**config.mk**
```make
export PLATFORM = sky130hd
export DESIGN_NAME = gpio_altfn_ctrl
export DESIGN_NICKNAME = d
export VERILOG_FILES = /design/src/rtl/gpio_altfn_pkg.sv /design/src/rtl/gpio_port_regs.sv /design/src/rtl/gpio_sync2.sv /design/src/rtl/gpio_pin_role.sv /design/src/rtl/gpio_pin_drive.sv /design/src/rtl/gpio_altfn_ctrl.sv
export SDC_FILE = /design/constraint.sdc
export NUM_CORES = 1
export LEC_CHECK = 0
export CORE_UTILIZATION = 45
export CTS_CLUSTER_SIZE = 24
export DETAILED_ROUTE_END_ITERATION = 8
export DONT_BUFFER_PORTS = 1
export SYNTH_ARGS = -nofsm -noshare
export SYNTH_HDL_FRONTEND = slang
export SYNTH_SLANG_ARGS = --single-unit
```
**constraint.sdc**
```tcl
create_clock -name clk -period 4.95 [get_ports clk]
set_input_delay 1.2375 -clock clk [delete_from_list [all_inputs] [get_ports clk]]
set_output_delay 1.2375 -clock clk [all_outputs]
set_load 0.01 [all_outputs]
```
**src/rtl/gpio_altfn_pkg.sv**
```systemverilog
package gpio_altfn_pkg;
  // Who owns a pin this cycle
  typedef enum logic [1:0] {
    ROLE_GPIO    = 2'd0,
    ROLE_ALT_OUT = 2'd1,
    ROLE_ALT_IN  = 2'd2
  } pin_role_e;

  // Register offsets inside one pin group
  localparam int OFS_DIR = 0;
  localparam int OFS_PUL = 1;
  localparam int OFS_DAT = 2;

  // Bit positions in the select registers
  localparam int LCD_SEL_BIT  = 3;
  localparam int SIF_EN_BIT   = 0;
  localparam int SIF_TRIG_BIT = 1;
endpackage

```
**src/rtl/gpio_port_regs.sv**
```systemverilog
module gpio_port_regs #(
  parameter int PW = 4
) (
  input  logic          clk,
  input  logic          rst,
  input  logic          we_dir,
  input  logic          we_pul,
  input  logic          we_dat,
  input  logic [PW-1:0] wdata,
  output logic [PW-1:0] dir_q,
  output logic [PW-1:0] pul_q,
  output logic [PW-1:0] dat_q
);
  always_ff @(posedge clk) begin
    if (rst) begin
      dir_q <= '0;
      pul_q <= '1;
      dat_q <= '0;
    end else begin
      if (we_dir) dir_q <= wdata;
      if (we_pul) pul_q <= wdata;
      if (we_dat) dat_q <= wdata;
    end
  end
endmodule

```
**src/rtl/gpio_sync2.sv**
```systemverilog
module gpio_sync2 #(
  parameter int W = 12
) (
  input  logic         clk,
  input  logic         rst,
  input  logic [W-1:0] d,
  output logic [W-1:0] q
);
  logic [W-1:0] meta_q;

  always_ff @(posedge clk) begin
    if (rst) begin
      meta_q <= '0;
      q      <= '0;
    end else begin
      meta_q <= d;
      q      <= meta_q;
    end
  end
endmodule

```
**src/rtl/gpio_pin_role.sv**
```systemverilog
module gpio_pin_role
  import gpio_altfn_pkg::*;
#(
  parameter int NPORT    = 3,
  parameter int PW       = 4,
  parameter int SIF_PORT = 1,
  parameter int LCD_PORT = 2,
  localparam int NPIN    = NPORT * PW
) (
  input  logic                   sif_en,
  input  logic                   sif_is_master,
  input  logic                   lcd_sel,
  output pin_role_e [NPIN-1:0]   role
);
  localparam int S = SIF_PORT * PW;
  localparam int L = LCD_PORT * PW;

  always_comb begin
    for (int i = 0; i < NPIN; i++) role[i] = ROLE_GPIO;
    if (sif_en) begin
      role[S+0] = ROLE_ALT_IN;                               // serial data in
      role[S+1] = ROLE_ALT_OUT;                              // serial data out
      role[S+2] = sif_is_master ? ROLE_ALT_OUT : ROLE_ALT_IN; // clock
      if (!sif_is_master) role[S+3] = ROLE_ALT_OUT;          // ready (slave only)
    end
    if (lcd_sel) begin
      role[L+2] = ROLE_ALT_OUT;
      role[L+3] = ROLE_ALT_OUT;
    end
  end
endmodule

```
**src/rtl/gpio_pin_drive.sv**
```systemverilog
module gpio_pin_drive
  import gpio_altfn_pkg::*;
#(
  parameter int              NPIN    = 12,
  parameter logic [NPIN-1:0] PU_MASK = '1
) (
  input  logic                 clk,
  input  logic                 rst,
  input  pin_role_e [NPIN-1:0] role,
  input  logic [NPIN-1:0]      dir,
  input  logic [NPIN-1:0]      pul,
  input  logic [NPIN-1:0]      dat,
  input  logic [NPIN-1:0]      alt_val,
  output logic [NPIN-1:0]      oe,
  output logic [NPIN-1:0]      out,
  output logic [NPIN-1:0]      pu
);
  for (genvar i = 0; i < NPIN; i++) begin : g_pin
    always_ff @(posedge clk) begin
      if (rst) begin
        oe[i]  <= 1'b0;
        out[i] <= 1'b0;
        pu[i]  <= PU_MASK[i];
      end else begin
        unique case (role[i])
          ROLE_GPIO: begin
            oe[i]  <= dir[i];
            out[i] <= dat[i];
            pu[i]  <= ~dir[i] & pul[i] & PU_MASK[i];
          end
          ROLE_ALT_OUT: begin
            oe[i]  <= 1'b1;
            out[i] <= alt_val[i];
            pu[i]  <= 1'b0;
          end
          ROLE_ALT_IN: begin
            oe[i]  <= 1'b0;
            out[i] <= 1'b0;
            pu[i]  <= pul[i] & PU_MASK[i];
          end
          default: begin
            oe[i]  <= 1'b0;
            out[i] <= 1'b0;
            pu[i]  <= 1'b0;
          end
        endcase
      end
    end
  end
endmodule

```
**src/rtl/gpio_altfn_ctrl.sv**
```systemverilog
module gpio_altfn_ctrl
  import gpio_altfn_pkg::*;
#(
  parameter int               NPORT       = 3,
  parameter int               PW          = 4,
  parameter int               AW          = 8,
  parameter logic [AW-1:0]    PORT_BASE   = 8'h40,
  parameter int               PORT_STRIDE = 4,
  parameter logic [AW-1:0]    LCD_ADDR    = 8'h61,
  parameter logic [AW-1:0]    SIF_ADDR    = 8'h70,
  parameter logic [NPORT*PW-1:0] PU_MASK  = '1,
  localparam int              NPIN        = NPORT * PW
) (
  input  logic            clk,
  input  logic            rst,
  input  logic [AW-1:0]   bus_addr,
  input  logic            bus_we,
  input  logic [PW-1:0]   bus_wdata,
  output logic [PW-1:0]   bus_rdata,
  input  logic [NPIN-1:0] pin_in,
  output logic [NPIN-1:0] pin_oe,
  output logic [NPIN-1:0] pin_out,
  output logic [NPIN-1:0] pin_pu,
  input  logic            sif_is_master,
  input  logic            sif_busy,
  input  logic            sif_sout,
  input  logic            sif_sclk,
  input  logic            sif_rdy,
  output logic            sif_start,
  input  logic            lcd_cl,
  input  logic            lcd_fr
);
  localparam int SIF_PORT = 1;
  localparam int LCD_PORT = 2;
  localparam int S        = SIF_PORT * PW;
  localparam int L        = LCD_PORT * PW;

  function automatic logic [AW-1:0] reg_addr(int p, int k);
    return AW'(int'(PORT_BASE) + p * PORT_STRIDE + k);
  endfunction

  logic [NPIN-1:0]       dir_all, pul_all, dat_all, pin_sync, dat_view, alt_val;
  pin_role_e [NPIN-1:0]  role;
  logic                  lcd_sel_q, sif_en_q, sif_start_q;
  logic [PW-1:0]         rd_next, rdata_q;
  logic                  lcd_wr, sif_wr;

  assign lcd_wr = bus_we && (bus_addr == LCD_ADDR);
  assign sif_wr = bus_we && (bus_addr == SIF_ADDR);

  // one register group per port
  for (genvar p = 0; p < NPORT; p++) begin : g_port
    gpio_port_regs #(.PW(PW)) u_regs (
      .clk    (clk),
      .rst    (rst),
      .we_dir (bus_we && bus_addr == reg_addr(p, OFS_DIR)),
      .we_pul (bus_we && bus_addr == reg_addr(p, OFS_PUL)),
      .we_dat (bus_we && bus_addr == reg_addr(p, OFS_DAT)),
      .wdata  (bus_wdata),
      .dir_q  (dir_all[p*PW +: PW]),
      .pul_q  (pul_all[p*PW +: PW]),
      .dat_q  (dat_all[p*PW +: PW])
    );
  end

  // Function-select and trigger registers
  always_ff @(posedge clk) begin
    if (rst) begin
      lcd_sel_q   <= 1'b0;
      sif_en_q    <= 1'b0;
      sif_start_q <= 1'b0;
      rdata_q     <= '0;
    end else begin
      if (lcd_wr) lcd_sel_q <= bus_wdata[LCD_SEL_BIT];
      if (sif_wr) sif_en_q  <= bus_wdata[SIF_EN_BIT];
      sif_start_q <= sif_wr && bus_wdata[SIF_TRIG_BIT];
      rdata_q     <= rd_next;
    end
  end

  gpio_sync2 #(.W(NPIN)) u_sync (
    .clk (clk),
    .rst (rst),
    .d   (pin_in),
    .q   (pin_sync)
  );

  gpio_pin_role #(.NPORT(NPORT), .PW(PW), .SIF_PORT(SIF_PORT), .LCD_PORT(LCD_PORT)) u_role (
    .sif_en        (sif_en_q),
    .sif_is_master (sif_is_master),
    .lcd_sel       (lcd_sel_q),
    .role          (role)
  );

  always_comb begin
    alt_val        = '0;
    alt_val[S+1]   = sif_sout;
    alt_val[S+2]   = sif_sclk;
    alt_val[S+3]   = sif_rdy;
    alt_val[L+2]   = lcd_cl;
    alt_val[L+3]   = lcd_fr;
  end

  gpio_pin_drive #(.NPIN(NPIN), .PU_MASK(PU_MASK)) u_drive (
    .clk     (clk),
    .rst     (rst),
    .role    (role),
    .dir     (dir_all),
    .pul     (pul_all),
    .dat     (dat_all),
    .alt_val (alt_val),
    .oe      (pin_oe),
    .out     (pin_out),
    .pu      (pin_pu)
  );

  // input pins read their level, all others read the latch
  always_comb begin
    for (int i = 0; i < NPIN; i++)
      dat_view[i] = (role[i] == ROLE_GPIO && !dir_all[i]) ? pin_sync[i] : dat_all[i];
  end

  // Read mux, R9: unmatched addresses give zero
  always_comb begin
    rd_next = '0;
    for (int p = 0; p < NPORT; p++) begin
      if (bus_addr == reg_addr(p, OFS_DIR)) rd_next = dir_all[p*PW +: PW];
      if (bus_addr == reg_addr(p, OFS_PUL)) rd_next = pul_all[p*PW +: PW];
      if (bus_addr == reg_addr(p, OFS_DAT)) rd_next = dat_view[p*PW +: PW];
    end
    if (bus_addr == LCD_ADDR) rd_next[LCD_SEL_BIT] = lcd_sel_q;
    if (bus_addr == SIF_ADDR) begin
      rd_next[SIF_EN_BIT]   = sif_en_q;
      rd_next[SIF_TRIG_BIT] = sif_busy;
    end
  end

  assign bus_rdata = rdata_q;
  assign sif_start = sif_start_q;
endmodule

```
==> flow_results.org, run 1 <==
** Outcome
- The run finished with clean final reports.

** Clock network
- Worst-Skew Late Latency :: 0.36 ns
- CTS Buffer Depth :: 2
- TritonCTS built the clock tree.
- Count of cells resized by post-cts repair :: 0
- CTS placed an instance of sky130_fd_sc_hd__clkbuf_8 at the clock tree root.
- Number of H-tree levels :: 3
- Hold bufs inserted after CTS :: 0
- Counting the buffers created by CTS gives 9.
- After clock tree synthesis, the clock-pin slew on the worst setup and hold paths is 0.09 ns.
- Number of sinks handled by clock tree synthesis :: 103
- # Post-CTS Setup Buffers :: 0

** Synth
- Post-synthesis register bit count :: 103
- Each instance of the synthesized netlist takes up on average 9.62 sq um.
- The netlist uses 47 different library cells.
- Synthesis produced a netlist with a net count of 442.
- Fraction of registers with async set or reset after synthesis :: 0%
- Yosys printed 0 warnings.
- Share of synthesized area occupied by flip-flops and latches :: 52.5%
- Leading register cell type out of synthesis :: sky130_fd_sc_hd__dfxtp_1
- Summing every instance area after synthesis gives 0.00393 sq mm.
- Mapped Cells :: 408
- Number of synthesized flops with an enable pin :: 0

** Placed design
- Post-placement cell area :: 0.00395 sq mm
- In this run the tool buffered the top-level ports with 0 buffer cells.
- Global placer's final weighted congestion :: 0.845
- Detailed placer's ending HPWL :: 6.13 mm

** Finish
- Area growth syn-to-layout :: 5.35%
- Share of final-layout standard cells stronger than drive strength 1 :: 5.04%
- The finished cells cover 0.00414 sq mm.
- After the last flow step, the layout net total stands at 426.
- Number of antenna cells inserted :: 0

** Die
- Die boundary height :: 95.4 um
- Initial core utilization :: 47.1%
- The floorplan step defined a die boundary enclosing 0.00910 sq mm.
- Core area :: 0.00834 sq mm
- Number of placed I/O pins :: 75
- Cell Rows :: 33
- From left edge to right edge, the die measures 95.4 um.

** Global route
- Entering global routing, the biggest net connects 104 pins.
- The via count of the first global-routing pass came to 2432.
- First-pass GRT wire length :: 13.6 mm
- After global routing the overflow that remains totals 0.
- For this run, the total global-route usage over all layers was measured as 20.9%.
- Antenna violations before repair :: 0

** Critical path
- Category of the most critical setup path :: primary input to register
- The slowest stage of the critical path belongs to the cell sky130_fd_sc_hd__and2_0.
- Along the worst path, the maximum fanout reaches 15.
- Delay-heaviest family, CP :: simple AND/OR/NAND/NOR gates
- Together, buffers and inverters on the worst path number 0.
- Setup crit end kind :: register
- The worst setup path is launched from a primary input.
- Required time worst endpoint :: 5.21 ns
- The signal on the critical path passes through nor4b_4 -> and2_0 -> nor2b_1 -> mux2i_1 -> nor2_1.
- Data arrival time of the critical path :: 3.09 ns
- Delay contributed by the slowest stage of the critical path :: 0.68 ns

** Timing
- The max-slew violation total from the final report was 0.
- Post-layout minimum cycle time :: 2.83 ns
- In this run the tightest slew margin relative to its limit is 35.6%.
- Setup repair after global routing missed its margin :: no
- Crit share post-route :: 57.2%
- Setup TNS :: 0 ns
- Hold timing on the final database bottoms out at a slack of 0.442 ns.
- Actual transition at the worst max-transition pin :: 0.963 ns
- The clock arrives with 0.00912 ns of skew.
- Final setup violation count :: 0
- Static timing analysis puts the maximum clock frequency at 353 MHz.
- Number of endpoints with negative hold slack in the final report :: 0

** Drt
- For this run, design rule violations remaining after detail routing come to 0.
- DR WL/cell :: 17.8 um
- Wire length after detailed routing :: 8.93 mm
- Post-detailed-route count of antenna-violating nets :: 0
- Summing over every cut layer, the via total after detailed routing is 2703.
- DR iter-0 viols :: 209
- The first TritonRoute pass finished after 4 iterations.
- Via/cell ratio :: 5.38

** Flow run
- Max-capacitance violation count :: 0

** Min path
- The path class of the tightest hold or removal check is register to register.

** Power
- The analysis attributes to cell leakage a power of 1.54 nW.
- Sum of internal, switching and leakage power :: 1.39 mW
- Worst vdd rail ir drop :: 0.188 mV
- Total power divided by cell area :: 336 mW/mm^2
synthesized netlist by cell type (2+ instances only):
master,count,share of area (%)
sky130_fd_sc_hd__a2bb2oi_1,3,0.67
sky130_fd_sc_hd__nand2b_1,3,0.48
sky130_fd_sc_hd__nor2_1,68,6.5
sky130_fd_sc_hd__mux2i_1,38,9.7
sky130_fd_sc_hd__o22ai_1,2,0.32
sky130_fd_sc_hd__nor2b_1,45,7.2
sky130_fd_sc_hd__a21o_1,11,2.1
sky130_fd_sc_hd__nand2_1,12,1.1
sky130_fd_sc_hd__clkbuf_1,15,1.4
sky130_fd_sc_hd__a311oi_1,2,0.45
sky130_fd_sc_hd__a31oi_1,4,0.64
sky130_fd_sc_hd__buf_2,6,0.76
sky130_fd_sc_hd__nor3b_1,2,0.38
sky130_fd_sc_hd__a21oi_1,9,1.1
sky130_fd_sc_hd__nand3_1,8,1.0
sky130_fd_sc_hd__inv_1,15,1.4
sky130_fd_sc_hd__o2bb2ai_1,5,1.1
sky130_fd_sc_hd__nor3_1,6,0.76
sky130_fd_sc_hd__o21a_1,2,0.38
sky130_fd_sc_hd__o21ai_0,5,0.64
sky130_fd_sc_hd__o2111ai_1,2,0.45
sky130_fd_sc_hd__o211ai_1,4,0.76
sky130_fd_sc_hd__buf_1,5,0.48
sky130_fd_sc_hd__a32oi_1,2,0.45
sky130_fd_sc_hd__a211o_1,10,2.2
sky130_fd_sc_hd__dfxtp_1,103,53
cell type report:
cell class | count | area (sq um)
Clock buffer | 11 | 131
Clock inverter | 5 | 57.6
Fill cell | 787 | 4200
Inverter | 15 | 56.3
Multi-Input combinational cell | 263 | 1700
Sequential cell | 103 | 2060
Tap cell | 105 | 131
final timing paths:
check                                          startpoint                   endpoint  slack, ns  cells past startpoint
worst min register to register           u_sync.meta_q[8]                u_sync.q[8]       0.44                      1
worst max register to register  g_port[0].u_regs.dir_q[2]               bus_rdata[2]       3.20                      5
worst max-delay path                          bus_addr[5]  g_port[2].u_regs.dat_q[1]       2.12                      5
worst min-delay path                     u_sync.meta_q[8]                u_sync.q[8]       0.44                      1
through the flow:
step	utilization [%]	std cells	worst slack (ns)
3_3_place_gp	47.3	486	1.82
4_1_cts	49.6	502	2.16
3_5_place_dp	47.3	486	1.78
5_1_grt	49.6	502	2.01
6_report	49.6	502	2.12
2_1_floorplan	-	408	2.38
where the power goes:
group / internal [mW] / total (mW) / switching [mW]
clock network: 0.235 / 0.508 / 0.273
logic: 0.0190 / 0.0384 / 0.0194
registers: 0.838 / 0.842 / 0.00354
sequential cells by signal, summed over array words and instances, names as in the netlist:
| register | cells |
|---|---|
| g_port.u_regs.dat_q | 12 |
| g_port.u_regs.dir_q | 12 |
| g_port.u_regs.pul_q | 12 |
| u_drive.oe | 12 |
| u_drive.out | 12 |
| u_drive.pu | 12 |
| u_sync.meta_q | 12 |
| u_sync.q | 12 |
| bus_rdata | 4 |
| lcd_sel_q | 1 |
| sif_en_q | 1 |
| sif_start | 1 |
cell families after synthesis:
logic type / share of synthesized area, %
simple gates: 20.7
flops: 52.5
compound gates: 12.9
buf+inv: 4.24
mux: 9.69
cell usage in the layout (no fill, tap or decap), types with 8 or more instances in the layout:
master                       n
sky130_fd_sc_hd__inv_1      15
sky130_fd_sc_hd__dfxtp_1   103
sky130_fd_sc_hd__nand3_1     8
sky130_fd_sc_hd__clkbuf_8    9
sky130_fd_sc_hd__a211o_1    10
sky130_fd_sc_hd__nand2_1    12
sky130_fd_sc_hd__a21oi_1     9
sky130_fd_sc_hd__nor2b_1    45
sky130_fd_sc_hd__nor2_1     68
sky130_fd_sc_hd__a21o_1     11
sky130_fd_sc_hd__mux2i_1    38
worst register-to-register path: cells and delay by family, from the launching register on:
family | cells | cell delay (ns)
AO/OA/AOI/OAI | 3 | 0.73
multiplexers | 1 | 0.25
flip-flops | 1 | 0.43
AND/OR/NAND/NOR | 1 | 0.22
routing by layer:
| metal | up-vias | GRT usage, % | share of wire [%] |
|---|---|---|---|
| li1 | 1346 | - | - |
| met3 | 17 | 5.26 | 5.9 |
| met2 | 92 | 29.0 | 42 |
| met1 | 1248 | 30.9 | 50 |
| met4 | 0 | 7.46 | 2.3 |
| met5 | - | 0 | 0 |
No activity file was read; power rests on OpenSTA's default activity.
==> run 2, diff against run 1 <==
clock period = 2.7 ns   (was 4.95 ns; I/O delays follow)
==> run 2 against run 1 <==
  * Combinational power grew 94%
  * First-iteration DRC count decreased by 2.4%
  * Global-route usage shrank 0.11 points
  * Clock power grew 100%
  * Non-clock buffer count increased by 6
  * Sequential share of layout area down 0.82 points
  * Sequential cell count did not move
  * Routed wire length down 1.2%
  * Via count up 0.81%
==> flow_results.org, run 2 (synthesized netlist as in run 1, its figures left out) <==
** Outcome
- The run finished with clean final reports.

** Timing
- The max-slew violation total from the final report came to 0 (unchanged).
- For this run, the top clock speed supported by timing is 529 MHz.
- The transition time at the pin with the least slew margin was 0.570 ns (-0.393 ns).
- The setup clock skew after layout came to 0.00860 ns (-0.000520 ns).
- The number of failing setup endpoints in the final timing report was 0 (unchanged).
- Relative slew slack :: 61.5% (+26 points)
- Counting I/O delays and the setup requirement, the final critical path takes 1.89 ns.
- Crit share post-route :: 70.1%
- The final setup TNS is 0 ns (unchanged).
- Number of endpoints with negative hold slack in the final report :: 0 (unchanged)
- Setup repair after global routing missed its margin :: no

** Clock network
- Number of H-tree levels :: 3 (unchanged)
- TritonCTS clock tree :: built
- Inserted Clock Buffers :: 9 (unchanged)
- In this run the clock root is driven by a sky130_fd_sc_hd__clkbuf_8.
- Number of sinks handled by clock tree synthesis :: 103 (unchanged)
- CTS Buffer Depth :: 2 (unchanged)
- The clock transition at the registers of the reported paths is 0.08 ns (about the same).
- The source-to-sink clock delay at the later pin of the worst-skew pair came to 0.37 ns (about the same).
- Count of cells resized by post-cts repair :: 0 (unchanged)
- The quantity of hold-fixing buffers added after cts was 0 (unchanged).
- The post-CTS setup repair buffer count was 0 (unchanged).

** Power
- Static leakage :: 1.58 nW (+2.4%)
- Total power divided by cell area :: 627 mW/mm^2 (+87%)
- Comb pwr share :: 2.8% (about the same)
- Switching share of power :: 20.4% (-0.91 points)
- Sequential power share :: 58.5% (-2.1 points)
- The net switching component of the power is 0.538 mW (+82%).
- Sum of internal, switching and leakage power :: 2.64 mW (+90%)
- Worst vdd rail ir drop :: 0.334 mV (+78%)
- P_int :: 2.10 mW (+92%)
- The share of total power in the clock network came to 38.7% (+2.1 points).

** Finish
- The library cell used most frequently in the layout, excluding fill and tap cells, is sky130_fd_sc_hd__dfxtp_1.
- The multi-input combinational cell area came to 0.00170 sq mm (unchanged).
- Post-layout nets :: 432 (+1.4%)
- The number of standard cells in the layout, taps in and fillers out came to 508 (+1.2%).
- Share of final-layout standard cells stronger than drive strength 1 :: 6.45% (+1.4 points)
- The area growth from synthesis to layout is 7.11%.
- Final cell area excluding filler cells :: 0.00421 sq mm (+1.7%)
- The antenna diode instance count is 0 (unchanged).
- The library cells used most frequently in the layout, excluding fill and tap cells, are 103 x sky130_fd_sc_hd__dfxtp_1, 68 x sky130_fd_sc_hd__nor2_1, 45 x sky130_fd_sc_hd__nor2b_1, 38 x sky130_fd_sc_hd__mux2i_1, 15 x sky130_fd_sc_hd__inv_1.
- The final-layout fill cell count came to 789 (+0.25%).
- Final standard cell utilization of the core :: 50.4% (+0.82 points)
- Storage cell area :: 0.00206 sq mm (unchanged)

** Critical path
- The cell family contributing the most delay on the critical path is simple AND/OR/NAND/NOR gates.
- The largest incremental delay on the critical path is 0.42 ns (-0.26 ns).
- The data required time at the worst endpoint is 2.96 ns (-2.25 ns).
- The worst setup path is of the primary input to register kind.
- The critical path arrival is 2.16 ns (-0.93 ns).
- Setup crit end kind :: register
- Largest fanout on the critical path :: 6 (-9)
- The signal on the critical path passes through nor4b_4 -> and2_0 -> nor2b_1 -> mux2i_1 -> nor2_1.
- Buffering stage count on the worst path with inverters included :: 0 (unchanged)
- Launching element type of the critical path :: primary input
- The largest individual stage delay along the critical path comes from the cell sky130_fd_sc_hd__nor2b_1.

** Die
- The number of ports placed on the die boundary came to 75 (unchanged).
- The die width came to 95.4 um (unchanged).
- Initial core utilization :: 47.1% (unchanged)
- DIE AREA :: 0.00910 sq mm (unchanged)
- Core area :: 0.00834 sq mm (unchanged)
- Cell Rows :: 33 (unchanged)
- Die boundary height :: 95.4 um (unchanged)

** Drt
- DRC violation count after routing :: 0 (unchanged)
- DR WL/cell :: 17.4 um (-2.3%)
- The post-detailed-route count of antenna-violating nets came to 0 (unchanged).
- The average via count per standard cell is 5.36 (-0.38%).
- The overall routed net length is 8.83 mm (-1.2%).
- Number of optimization iterations in the first detailed-route pass :: 5 (+1)
- Number of vias in the routed layout :: 2725 (+0.81%)
- The number of DRC markers in iteration 0 is 204 (-2.4%).

** Global route
- Pin count of the biggest net entering global routing :: 104 (unchanged)
- Antenna violations before repair :: 0 (unchanged)
- The total congestion overflow after global routing came to 0 (unchanged).
- The total global routing track utilization is 20.8% (-0.11 points).
- First-pass GRT wire length :: 13.7 mm (+0.40%)
- The via count of the first global-routing pass came to 2500 (+2.8%).

** Placed design
- The number of port buffers came to 0 (unchanged).
- The number of instances in the placed design was 492 (+1.2%).
- Global placer's final weighted congestion :: 0.821 (-2.9%)
- The post-detailed-placement cell area was 0.00399 sq mm (+1.1%).
- Detailed placer's ending HPWL :: 6.15 mm (+0.28%)

** Flow run
- Max-capacitance violation count :: 0 (unchanged)

** Min path
- The path class of the tightest hold or removal check is primary input to register.
## run 2: worst paths after layout
path	from	endpoint	slack, ns	cells past startpoint
setup / recovery	bus_addr[5]	g_port[2].u_regs.dat_q[0]	0.81	5
hold reg to reg	u_sync.meta_q[3]	u_sync.q[3]	0.43	1
hold / removal	rst	u_sync.meta_q[4]	0.37	1
setup reg to reg	g_port[0].u_regs.dir_q[2]	bus_rdata[2]	0.90	5
## run 2: worst reg2reg max path, cell delays in order (launching register included)
cell	delay, ns
sky130_fd_sc_hd__dfxtp_1	0.43
sky130_fd_sc_hd__mux2i_1	0.23
sky130_fd_sc_hd__a21oi_1	0.08
sky130_fd_sc_hd__o311ai_0	0.50
sky130_fd_sc_hd__o2111ai_1	0.20
sky130_fd_sc_hd__and3_1	0.24
## run 2: power by group through the flow
stage	clock network [mW]	registers [mW]	logic, mW
global placement	0	1.58	0.0739
floorplan	0	1.58	0.0917
CTS	1.05	1.54	0.0746
finish	1.02	1.54	0.0745
global route	1.11	1.55	0.0825
detailed placement	0	1.58	0.0741
## run 2: routing by layer
| layer | wire length [um] | GRT usage [%] | vias to the layer above | share of wire, % |
|---|---|---|---|---|
| li1 | - | - | 1362 | - |
| met1 | 4420 | 30.2 | 1247 | 50 |
| met2 | 3790 | 29.9 | 101 | 43 |
| met3 | 462 | 3.99 | 15 | 5.2 |
| met4 | 159 | 8.71 | 0 | 1.8 |
| met5 | 0 | 0 | - | 0 |
## run 2: cell type report
class / count / area share (%)
clock inverter: 5 / 1.93
sequential: 103 / 49.0
inverter: 15 / 1.34
clock buffer: 11 / 3.12
timing repair buffer: 6 / 1.07
multi-input combinational: 263 / 40.4
tap: 105 / 3.12
## run 2: through the flow
stage	hold slack, ns	setup WS (ns)
finish	0.371	0.809
global route	0.348	0.665
CTS	0.358	0.792
detailed placement	0.421	0.400
global placement	0.417	0.417
floorplan	0.414	0.696
